## src/rtl/digipot_pkg.sv

```systemverilog
// Shared constants and types for the serial wiper controller.
// Assumes byte-wide transfers, MSB first.
package digipot_pkg;
    localparam int BYTE_W = 8;

    localparam logic [BYTE_W-1:0] CMD_SET_WIPER = 8'h11;
    localparam logic [BYTE_W-1:0] CMD_STORE_NV  = 8'h21;
    localparam logic [BYTE_W-1:0] CMD_COPY_NV   = 8'h61;

    typedef enum logic [2:0] {
        RX_IDLE,
        RX_ADDR,
        RX_CMD,
        RX_DATA,
        RX_DONE,
        RX_SKIP
    } rx_state_e;
endpackage

```

## src/rtl/pot_line_sync.sv

```systemverilog
// Resynchronises one bus line to clk and gives its current and previous
// synchronised levels. Assumes the line idles high, so the reset state is all ones.
module pot_line_sync #(
    parameter int STAGES = 2
) (
    input  logic clk,
    input  logic rst_n,
    input  logic line_i,
    output logic level_o,
    output logic prev_o
);
    logic [STAGES:0] sh_q;

    // Shift chain: STAGES metastability flops plus one history flop.
    always_ff @(posedge clk) begin
        if (!rst_n) sh_q <= '1;
        else        sh_q <= {sh_q[STAGES-1:0], line_i};
    end

    assign level_o = sh_q[STAGES-1];
    assign prev_o  = sh_q[STAGES];
endmodule

```

## src/rtl/pot_i2c_rx.sv

```systemverilog
// Write-only serial slave framer. Decodes START/STOP from synchronised levels,
// shifts in the address, command and data bytes, and requests acknowledge pulls.
// When the data byte is acknowledged and a STOP follows, it emits a one-cycle
// commit with the command and data.
// Assumes SDA changes only while SCL is low, except for START and STOP.
module pot_i2c_rx
    import digipot_pkg::*;
#(
    parameter logic [6:0] DEV_ADDR = 7'h2C
) (
    input  logic              clk,
    input  logic              rst_n,
    input  logic              scl_now_i,
    input  logic              scl_prev_i,
    input  logic              sda_now_i,
    input  logic              sda_prev_i,
    output logic              ack_o,
    output logic              commit_o,
    output logic [BYTE_W-1:0] cmd_o,
    output logic [BYTE_W-1:0] data_o
);
    localparam int CNT_W = 4;
    localparam logic [CNT_W-1:0] LAST_BIT = CNT_W'(BYTE_W);
    localparam logic [CNT_W-1:0] ACK_BIT  = CNT_W'(BYTE_W + 1);

    rx_state_e         state_q, next_byte;
    logic [CNT_W-1:0]  bitcnt_q;
    logic [BYTE_W-1:0] shreg_q;
    logic              ack_q, commit_q;
    logic [BYTE_W-1:0] cmd_q, data_q;
    logic              start_w, stop_w, rise_w, fall_w, addr_ok;

    // Bus events, derived from the current and previous line levels.
    always_comb begin
        start_w = scl_now_i & scl_prev_i & sda_prev_i & ~sda_now_i;
        stop_w  = scl_now_i & scl_prev_i & ~sda_prev_i & sda_now_i;
        rise_w  = scl_now_i & ~scl_prev_i;
        fall_w  = ~scl_now_i & scl_prev_i;
    end

    // Address match: 7-bit device address and a write direction bit.
    assign addr_ok = (shreg_q[BYTE_W-1:1] == DEV_ADDR) && !shreg_q[0];

    // Byte-field sequencing after each acknowledge.
    always_comb begin
        case (state_q)
            RX_ADDR: next_byte = RX_CMD;
            RX_CMD:  next_byte = RX_DATA;
            RX_DATA: next_byte = RX_DONE;
            default: next_byte = RX_SKIP;
        endcase
    end

    // Frame state machine: shifting, acknowledge control and commit on STOP.
    always_ff @(posedge clk) begin
        if (!rst_n) begin
            state_q  <= RX_IDLE;
            bitcnt_q <= '0;
            shreg_q  <= '0;
            ack_q    <= 1'b0;
            commit_q <= 1'b0;
            cmd_q    <= '0;
            data_q   <= '0;
        end else begin
            commit_q <= 1'b0;
            if (start_w) begin
                state_q  <= RX_ADDR;
                bitcnt_q <= '0;
                ack_q    <= 1'b0;
            end else if (stop_w) begin
                commit_q <= (state_q == RX_DONE);
                state_q  <= RX_IDLE;
                bitcnt_q <= '0;
                ack_q    <= 1'b0;
            end else begin
                case (state_q)
                    RX_ADDR, RX_CMD, RX_DATA: begin
                        if (rise_w && bitcnt_q < LAST_BIT) begin
                            shreg_q  <= {shreg_q[BYTE_W-2:0], sda_now_i};
                            bitcnt_q <= bitcnt_q + CNT_W'(1);
                        end else if (fall_w && bitcnt_q == LAST_BIT) begin
                            bitcnt_q <= ACK_BIT;
                            if (state_q == RX_ADDR && !addr_ok) state_q <= RX_SKIP;
                            else                                ack_q   <= 1'b1;
                            if (state_q == RX_CMD)  cmd_q  <= shreg_q;
                            if (state_q == RX_DATA) data_q <= shreg_q;
                        end else if (fall_w && bitcnt_q == ACK_BIT) begin
                            ack_q    <= 1'b0;
                            bitcnt_q <= '0;
                            state_q  <= next_byte;
                        end
                    end
                    RX_DONE: if (fall_w) state_q <= RX_SKIP;
                    default: ;
                endcase
            end
        end
    end

    assign ack_o    = ack_q;
    assign commit_o = commit_q;
    assign cmd_o    = cmd_q;
    assign data_o   = data_q;


    evt_excl_chk: assert property (@(posedge clk) disable iff (!rst_n)
        $onehot0({start_w, stop_w, rise_w, fall_w}));

    ack_phase_chk: assert property (@(posedge clk) disable iff (!rst_n)
        ack_q |-> (bitcnt_q == ACK_BIT && state_q != RX_SKIP && state_q != RX_IDLE));

    commit_src_chk: assert property (@(posedge clk) disable iff (!rst_n)
        commit_q |-> ($past(state_q) == RX_DONE && $past(stop_w)));
endmodule

```

## src/rtl/pot_nv_store.sv

```systemverilog
// Model of the nonvolatile wiper store. The stored value is not cleared by
// reset (it starts at NV_INIT). An accepted write takes the value at once and
// then reports busy for NV_BUSY_CYC cycles. Writes arriving while busy are
// dropped. Assumes NV_BUSY_CYC >= 1.
module pot_nv_store
    import digipot_pkg::*;
#(
    parameter logic [BYTE_W-1:0] NV_INIT     = 8'h80,
    parameter int                NV_BUSY_CYC = 16
) (
    input  logic              clk,
    input  logic              rst_n,
    input  logic              wr_req_i,
    input  logic [BYTE_W-1:0] wr_data_i,
    output logic [BYTE_W-1:0] value_o,
    output logic              busy_o
);
    localparam int CNT_W = $clog2(NV_BUSY_CYC + 1);

    logic [BYTE_W-1:0] value_q = NV_INIT;
    logic [CNT_W-1:0]  cnt_q;
    logic              busy;

    assign busy = (cnt_q != '0);

    // Storage cell: kept across reset, written only when idle.
    always_ff @(posedge clk) begin
        if (wr_req_i && !busy) value_q <= wr_data_i;
    end

    // Busy timer: loaded by an accepted write, counts down to idle.
    always_ff @(posedge clk) begin
        if (!rst_n)                cnt_q <= '0;
        else if (wr_req_i && !busy) cnt_q <= CNT_W'(NV_BUSY_CYC);
        else if (busy)              cnt_q <= cnt_q - CNT_W'(1);
    end

    assign value_o = value_q;
    assign busy_o  = busy;


    busy_drop_chk: assert property (@(posedge clk) disable iff (!rst_n)
        (wr_req_i && busy) |=> $stable(value_q));

    busy_start_chk: assert property (@(posedge clk) disable iff (!rst_n)
        $rose(busy) |-> $past(wr_req_i));
endmodule

```

## src/rtl/pot_wiper_ctrl.sv

```systemverilog
// Holds the live wiper register. Loads it from the store on the first cycle
// after reset, then carries out committed commands: set the wiper, store the
// data, or store a copy of the wiper. Assumes a commit never falls in the
// cycle after reset release (a STOP needs bus time first).
module pot_wiper_ctrl
    import digipot_pkg::*;
(
    input  logic              clk,
    input  logic              rst_n,
    input  logic              commit_i,
    input  logic [BYTE_W-1:0] cmd_i,
    input  logic [BYTE_W-1:0] data_i,
    input  logic [BYTE_W-1:0] nv_value_i,
    output logic [BYTE_W-1:0] wiper_o,
    output logic              nv_req_o,
    output logic [BYTE_W-1:0] nv_data_o
);
    logic [BYTE_W-1:0] wiper_q, nv_data_q;
    logic              boot_q, nv_req_q;

    // Boot load and command execution.
    always_ff @(posedge clk) begin
        if (!rst_n) begin
            wiper_q   <= '0;
            boot_q    <= 1'b1;
            nv_req_q  <= 1'b0;
            nv_data_q <= '0;
        end else begin
            nv_req_q <= 1'b0;
            if (boot_q) begin
                wiper_q <= nv_value_i;
                boot_q  <= 1'b0;
            end else if (commit_i) begin
                case (cmd_i)
                    CMD_SET_WIPER: wiper_q <= data_i;
                    CMD_STORE_NV: begin
                        nv_req_q  <= 1'b1;
                        nv_data_q <= data_i;
                    end
                    CMD_COPY_NV: begin
                        nv_req_q  <= 1'b1;
                        nv_data_q <= wiper_q;
                    end
                    default: ;
                endcase
            end
        end
    end

    assign wiper_o   = wiper_q;
    assign nv_req_o  = nv_req_q;
    assign nv_data_o = nv_data_q;


    wiper_hold_chk: assert property (@(posedge clk) disable iff (!rst_n)
        (!$past(boot_q) && !($past(commit_i) && $past(cmd_i) == CMD_SET_WIPER))
            |-> $stable(wiper_q));

    nv_req_src_chk: assert property (@(posedge clk) disable iff (!rst_n)
        nv_req_q |-> ($past(commit_i) &&
            ($past(cmd_i) == CMD_STORE_NV || $past(cmd_i) == CMD_COPY_NV)));
endmodule

```

## src/rtl/digipot_i2c_ctrl.sv

```systemverilog
// Top level of the serial wiper controller. Synchronises both bus lines, frames
// write transmissions, runs wiper commands and drives the nonvolatile store model.
// Assumes clk runs several times faster than SCL, so every bus phase spans more
// than SYNC_STAGES + 1 clock cycles.
module digipot_i2c_ctrl
    import digipot_pkg::*;
#(
    parameter logic [6:0]        DEV_ADDR    = 7'h2C,
    parameter logic [BYTE_W-1:0] NV_INIT     = 8'h80,
    parameter int                NV_BUSY_CYC = 16,
    parameter int                SYNC_STAGES = 2
) (
    input  logic              clk,
    input  logic              rst_n,
    input  logic              scl_i,
    input  logic              sda_i,
    output logic              sda_pull_o,
    output logic [BYTE_W-1:0] wiper_o,
    output logic              nv_busy_o
);
    logic              scl_now, scl_prev, sda_now, sda_prev;
    logic              commit;
    logic [BYTE_W-1:0] cmd, data, nv_value, nv_data;
    logic              nv_req;

    pot_line_sync #(.STAGES(SYNC_STAGES)) u_scl_sync (
        .clk(clk), .rst_n(rst_n), .line_i(scl_i), .level_o(scl_now), .prev_o(scl_prev)
    );
    pot_line_sync #(.STAGES(SYNC_STAGES)) u_sda_sync (
        .clk(clk), .rst_n(rst_n), .line_i(sda_i), .level_o(sda_now), .prev_o(sda_prev)
    );

    pot_i2c_rx #(.DEV_ADDR(DEV_ADDR)) u_rx (
        .clk(clk), .rst_n(rst_n),
        .scl_now_i(scl_now), .scl_prev_i(scl_prev),
        .sda_now_i(sda_now), .sda_prev_i(sda_prev),
        .ack_o(sda_pull_o), .commit_o(commit), .cmd_o(cmd), .data_o(data)
    );

    pot_wiper_ctrl u_ctrl (
        .clk(clk), .rst_n(rst_n),
        .commit_i(commit), .cmd_i(cmd), .data_i(data),
        .nv_value_i(nv_value), .wiper_o(wiper_o),
        .nv_req_o(nv_req), .nv_data_o(nv_data)
    );

    pot_nv_store #(.NV_INIT(NV_INIT), .NV_BUSY_CYC(NV_BUSY_CYC)) u_nv (
        .clk(clk), .rst_n(rst_n),
        .wr_req_i(nv_req), .wr_data_i(nv_data),
        .value_o(nv_value), .busy_o(nv_busy_o)
    );


    reset_quiet_chk: assert property (@(posedge clk)
        $past(!rst_n) |-> (!sda_pull_o && !nv_busy_o));
endmodule

```

## config.mk

```make
export PLATFORM = sky130hd
export DESIGN_NAME = digipot_i2c_ctrl
export DESIGN_NICKNAME = d
export VERILOG_FILES = /design/src/rtl/digipot_pkg.sv /design/src/rtl/pot_line_sync.sv /design/src/rtl/pot_i2c_rx.sv /design/src/rtl/pot_nv_store.sv /design/src/rtl/pot_wiper_ctrl.sv /design/src/rtl/digipot_i2c_ctrl.sv
export SDC_FILE = /design/constraint.sdc
export NUM_CORES = 1
export LEC_CHECK = 0
export BUFFER_PORTS_ARGS = -buffer_cell sky130_fd_sc_hd__buf_2
export CAP_MARGIN = 15
export CORE_AREA = 2 2 106 108
export DETAILED_ROUTE_END_ITERATION = 8
export DIE_AREA = 0 0 108 110
export PLACE_DENSITY_LB_ADDON = 0.25
export SKIP_LAST_GASP = 1
export SYNTH_ARGS = -nofsm -noshare
export SYNTH_HDL_FRONTEND = slang
export SYNTH_HIERARCHICAL = 1
export SYNTH_SLANG_ARGS = --single-unit
```

## constraint.sdc

```tcl
create_clock -name clk -period 1.7 [get_ports clk]
set_input_delay 0.425 -clock clk [delete_from_list [all_inputs] [get_ports clk]]
set_output_delay 0.425 -clock clk [all_outputs]
set_load 0.02 [all_outputs]
```

==> parameters.txt <==
Parameter                              Value

Worst setup path
  Crit Reg-Reg Endpoint    u_ctrl/wiper_o[1]$_SDFFE_PN0P_
  Crit path top cell by count    sky130_fd_sc_hd__inv_2
  Delay of the slowest cell on the worst path    roughly 0.33 ns
  Cell-by-cell listing of the critical path    inv_2, ha_4, nor4b_4, inv_2, buf_6
  Launching element type of the critical path    register
  Total number of cells along the worst setup path    5
  Crit path DAT    1.33 ns
  Sort of element at the end of the critical path    output pin
  Critical path type    reg -> out
  Maximum fanout count along the critical path    2
  Worst endpoint required time    about 1.3 ns
  Master of the slowest instance on the critical path    sky130_fd_sc_hd__dfxtp_2
  Buffering stage count on the worst path with inverters included    3
  Worst reg2reg path startpoint    u_rx/cmd_o[1]$_SDFFE_PN0P_
  Top cell family by delay on the critical path    flip-flops
  FF-to-FF path depth    3
  Setup slack, reg-to-reg    -0.04 ns

Status
  Failing checks    negative setup slack
  Run status    finished, violations left

Clock network
  Clock tree from TritonCTS    yes
  Clock Sinks    70
  Root buffer selected by CTS    sky130_fd_sc_hd__clkbuf_8
  Clock transition at the registers of the reported paths    ~0.070 ns
  Post-CTS Hold Fix Bufs    0
  Number of buffers on the longest clock path    2
  Clock latency on the worst-skew pair    between 0.3 and 0.4 ns
  Inserted Clock Buffers    9
  H-Tree Depth    3

Die
  Area of the die    11900 um2
  Die width    between 100 and 150 um
  Count of boundary I/O pins    14
  Die outline height    between 100 and 150 um
  Number of standard-cell rows in the floorplan    38
  Starting Density    between 20 and 30%
  Placeable core region    around 11000 um2

Synthesis
  Parity-gate share of the synthesized area counting xor and xnor cells    less than 1%
  Sequential element share of the synthesized area    a little under half
  Complex-gate fraction of the synthesized area    16.2%
  Register bit count reported by yosys    70
  Proportion of synthesized area in mux cells    8.33%
  Main combinational cell family by area after synthesis    simple AND/OR/NAND/NOR gates
  Post-synthesis share of cell area spent on and, or, nand and nor gates    about a fifth
  Yosys Warn Count    6
  Area share of fa/ha/maj cells after synthesis    1.60%
  Synthesized instance count    ~320
  Average size of a mapped cell    ~9.9 um2
  Number of synthesized flops with an enable pin    8
  Share of synthesized flip-flops with an asynchronous set or reset    0%
  Area of the mapped netlist    3130 um2
  Count of cell types in the netlist    between 40 and 50
  Synth Net Count    324
  Ys flop type    sky130_fd_sc_hd__dfxtp_1

Cells and area
  Finished layout cell area    a little under 4000 um2
  Number of nets in the finished design    377
  Area growth from synthesis to layout    26.3%
  Antenna diode count    0
  Ratio of cells with drive above 1 in the final layout    a little under a third

Placement
  Weighted congestion reported at the end of routability-driven placement    about 0.79
  Area of placed instances    3580 um2
  Detail Placement HPWL    approximately 4800 um
  Number of buffers inserted by port buffering    13

STA
  Final setup TNS    -0.114 ns
  RSZ-0062 raised after global routing    true
  Fin Clk Skew    approximately 0.011 ns
  Final setup fails    3
  Min Tclk post-route    1.75 ns
  Worst slew margin relative to its limit    ~65%
  Final slew viol count    0
  Setup WS post-layout    -0.0545 ns
  Maximum operating frequency    around 570 MHz
  Worst Tran Pin Value    0.530 ns
  Hold Vio Cnt, Final    0
  Final Hold Slack    roughly 0.26 ns
  Post-route clock period utilization    103%

Routing
  Drt initial violations    162
  Total number of vias    around 2500
  Vias per cell    a little under 5
  Routed Antenna Nets    0
  Wire length after detailed routing    between 7000 and 8000 um
  Post-DR wirelength/cell    14.3 um
  DRC violation count after routing    0
  First drt pass iteration count    4

Global routing
  Largest net degree at the start of global routing    19
  GRT Util Overall    around an eighth
  Vias in the first global route    approximately 2400
  Global-route wire length before repair    approximately 12000 um
  Overflow left after global routing    0
  Antenna violations before repair    0

Worst hold path
  Startpoint of the tightest hold check path    sda_i
  Worst hold-check path type    in -> reg
  Endpoint with the worst hold slack    u_sda_sync/sh_q[0]$_SDFF_PN1_
  Number of cells on the worst hold path    2

Run
  Count of max-cap constraint violations    0

Power and ir drop
  Pwr dens    roughly 1100 nW/um2
  Peak VDD IR    between 0.5 and 0.6 mV
  Lkg Pwr    around 1.5 nW
==> registers in the layout (all words and copies together), names as in the netlist <==
register	cells
u_rx/cmd_o	8
u_ctrl/boot_q	1
u_rx/bitcnt_q	4
u_rx/data_o	8
u_nv/value_o	8
u_ctrl/nv_data_o	8
u_rx/state_q	3
u_ctrl/wiper_o	8
u_sda_sync/sh_q	3
u_rx/commit_o	1
u_nv/cnt_q	5
u_rx/shreg_q	8
u_scl_sync/sh_q	3
u_ctrl/nv_req_o	1
u_rx/ack_o	1
==> synth_stat cells (2+ instances only) <==
| cell type | number | area [um2] |
|---|---|---|
| sky130_fd_sc_hd__dfxtp_1 | 62 | 1240 |
| sky130_fd_sc_hd__mux2i_1 | 26 | 260 |
| sky130_fd_sc_hd__nand2_1 | 25 | 93.8 |
| sky130_fd_sc_hd__a31oi_1 | 17 | 106 |
| sky130_fd_sc_hd__nor2b_1 | 17 | 106 |
| sky130_fd_sc_hd__nand2b_1 | 16 | 100 |
| sky130_fd_sc_hd__nor2_1 | 14 | 52.6 |
| sky130_fd_sc_hd__o21ai_0 | 14 | 70.1 |
| sky130_fd_sc_hd__clkbuf_1 | 11 | 41.3 |
| sky130_fd_sc_hd__inv_1 | 11 | 41.3 |
| sky130_fd_sc_hd__a211oi_1 | 10 | 75.1 |
| sky130_fd_sc_hd__a21boi_0 | 9 | 67.6 |
| sky130_fd_sc_hd__o311ai_0 | 9 | 78.8 |
| sky130_fd_sc_hd__edfxtp_1 | 8 | 240 |
| sky130_fd_sc_hd__or4_1 | 8 | 60.1 |
| sky130_fd_sc_hd__a21oi_1 | 6 | 30.0 |
| sky130_fd_sc_hd__nand3_1 | 5 | 25.0 |
| sky130_fd_sc_hd__ha_1 | 4 | 50.1 |
| sky130_fd_sc_hd__nor3_1 | 4 | 20.0 |
| sky130_fd_sc_hd__buf_6 | 3 | 33.8 |
| sky130_fd_sc_hd__nor4bb_1 | 3 | 30.0 |
| sky130_fd_sc_hd__buf_2 | 2 | 10.0 |
| sky130_fd_sc_hd__nor3_2 | 2 | 20.0 |
| sky130_fd_sc_hd__o21a_1 | 2 | 15.0 |
| sky130_fd_sc_hd__or4b_1 | 2 | 20.0 |
| sky130_fd_sc_hd__or4bb_1 | 2 | 22.5 |
| sky130_fd_sc_hd__xnor2_1 | 2 | 17.5 |
==> cell families after synthesis <==
group,after synthesis
multiplexers,26
AND/OR/NAND/NOR,108
adder cells (fa/ha/maj),4
XOR/XNOR,3
flip-flops,70
buffers and inverters,31
AO/OA/AOI/OAI,74
==> routing by layer <==
metal  global-route usage [%]  vias to the layer above  wire length [um]
met1                     17.0                     1172              3660
met2                     20.1                       47              3360
met5                        0                        -                 0
met4                     2.47                        0                48
li1                         -                     1258                 -
met3                     4.41                        4               285
==> area by class of cell <==
cell class	instances	area, um2
fillers	1102	6750
flip-flops and latches	70	1500
clock inverters	6	87.6
multi-input cells	217	1580
inverters	13	48.8
clock buffers	10	128
well taps	140	175
repair buffers	58	422
==> metrics by stage <==
step / worst slack [ns] / power, mW / instances / util [%]
after floorplan: 0.00444 / 2.45 / 316 / -
after global placement: -0.0945 / 2.66 / 488 / 33.5
after detailed placement: -0.111 / 2.67 / 488 / 33.5
after CTS: -0.0681 / 4.29 / 510 / 36.3
after global routing: -0.123 / 4.52 / 514 / 36.9
final: -0.0545 / 4.28 / 514 / 36.9
==> timing repair <==
| action | 4_1_cts | 5_1_grt |
|---|---|---|
| cloned | 0 | 2 |
| pin swaps | 6 | 12 |
| gates resized for setup | 15 | 22 |
| endpoints found under the setup margin | 12 | 19 |
| setup buffers | 6 | 2 |
==> report_power, final <==
group	internal [mW]	total [mW]	leakage, nW	switching, mW
clock network	0.823	1.45	0.0985	0.629
registers	1.76	1.87	0.584	0.110
logic	0.501	0.957	0.822	0.456
total	3.08	4.28	1.50	1.20
==> worst register-to-register path, stage by stage, from the launching register on <==
cell	delay, ns
sky130_fd_sc_hd__dfxtp_4	0.36
sky130_fd_sc_hd__or4b_4	0.60
sky130_fd_sc_hd__or4_1	0.51
sky130_fd_sc_hd__a31oi_1	0.20
==> how the worst max path moves through the flow <==
stage / to / slack (ns) / start
after floorplan: u_ctrl/wiper_o[2]$_SDFFE_PN0P_ / 0.004 / u_rx/cmd_o[1]$_SDFFE_PN0P_
after global placement: u_ctrl/wiper_o[3]$_SDFFE_PN0P_ / -0.09 / u_rx/cmd_o[6]$_SDFFE_PN0P_
after detailed placement: u_ctrl/wiper_o[1]$_SDFFE_PN0P_ / -0.11 / u_rx/cmd_o[6]$_SDFFE_PN0P_
after CTS: nv_busy_o / -0.07 / u_nv/cnt_q[1]$_SDFFE_PP0P_
after global routing: nv_busy_o / -0.12 / u_nv/cnt_q[1]$_SDFFE_PP0P_
final: nv_busy_o / -0.05 / u_nv/cnt_q[1]$_SDFFE_PP0P_
==> placed cells by master, fill, tap and decap left out, drive strengths merged, types with 10 or more instances in the layout <==
cell and count:
nor2b 17, inv 12, buf 58, nand2b 16, clkbuf 10, nor2 14, mux2i 26, a31oi 17
a211oi 11, o21ai 14, dfxtp 62, nand2 26
No activity file was read; power rests on OpenSTA's default activity.
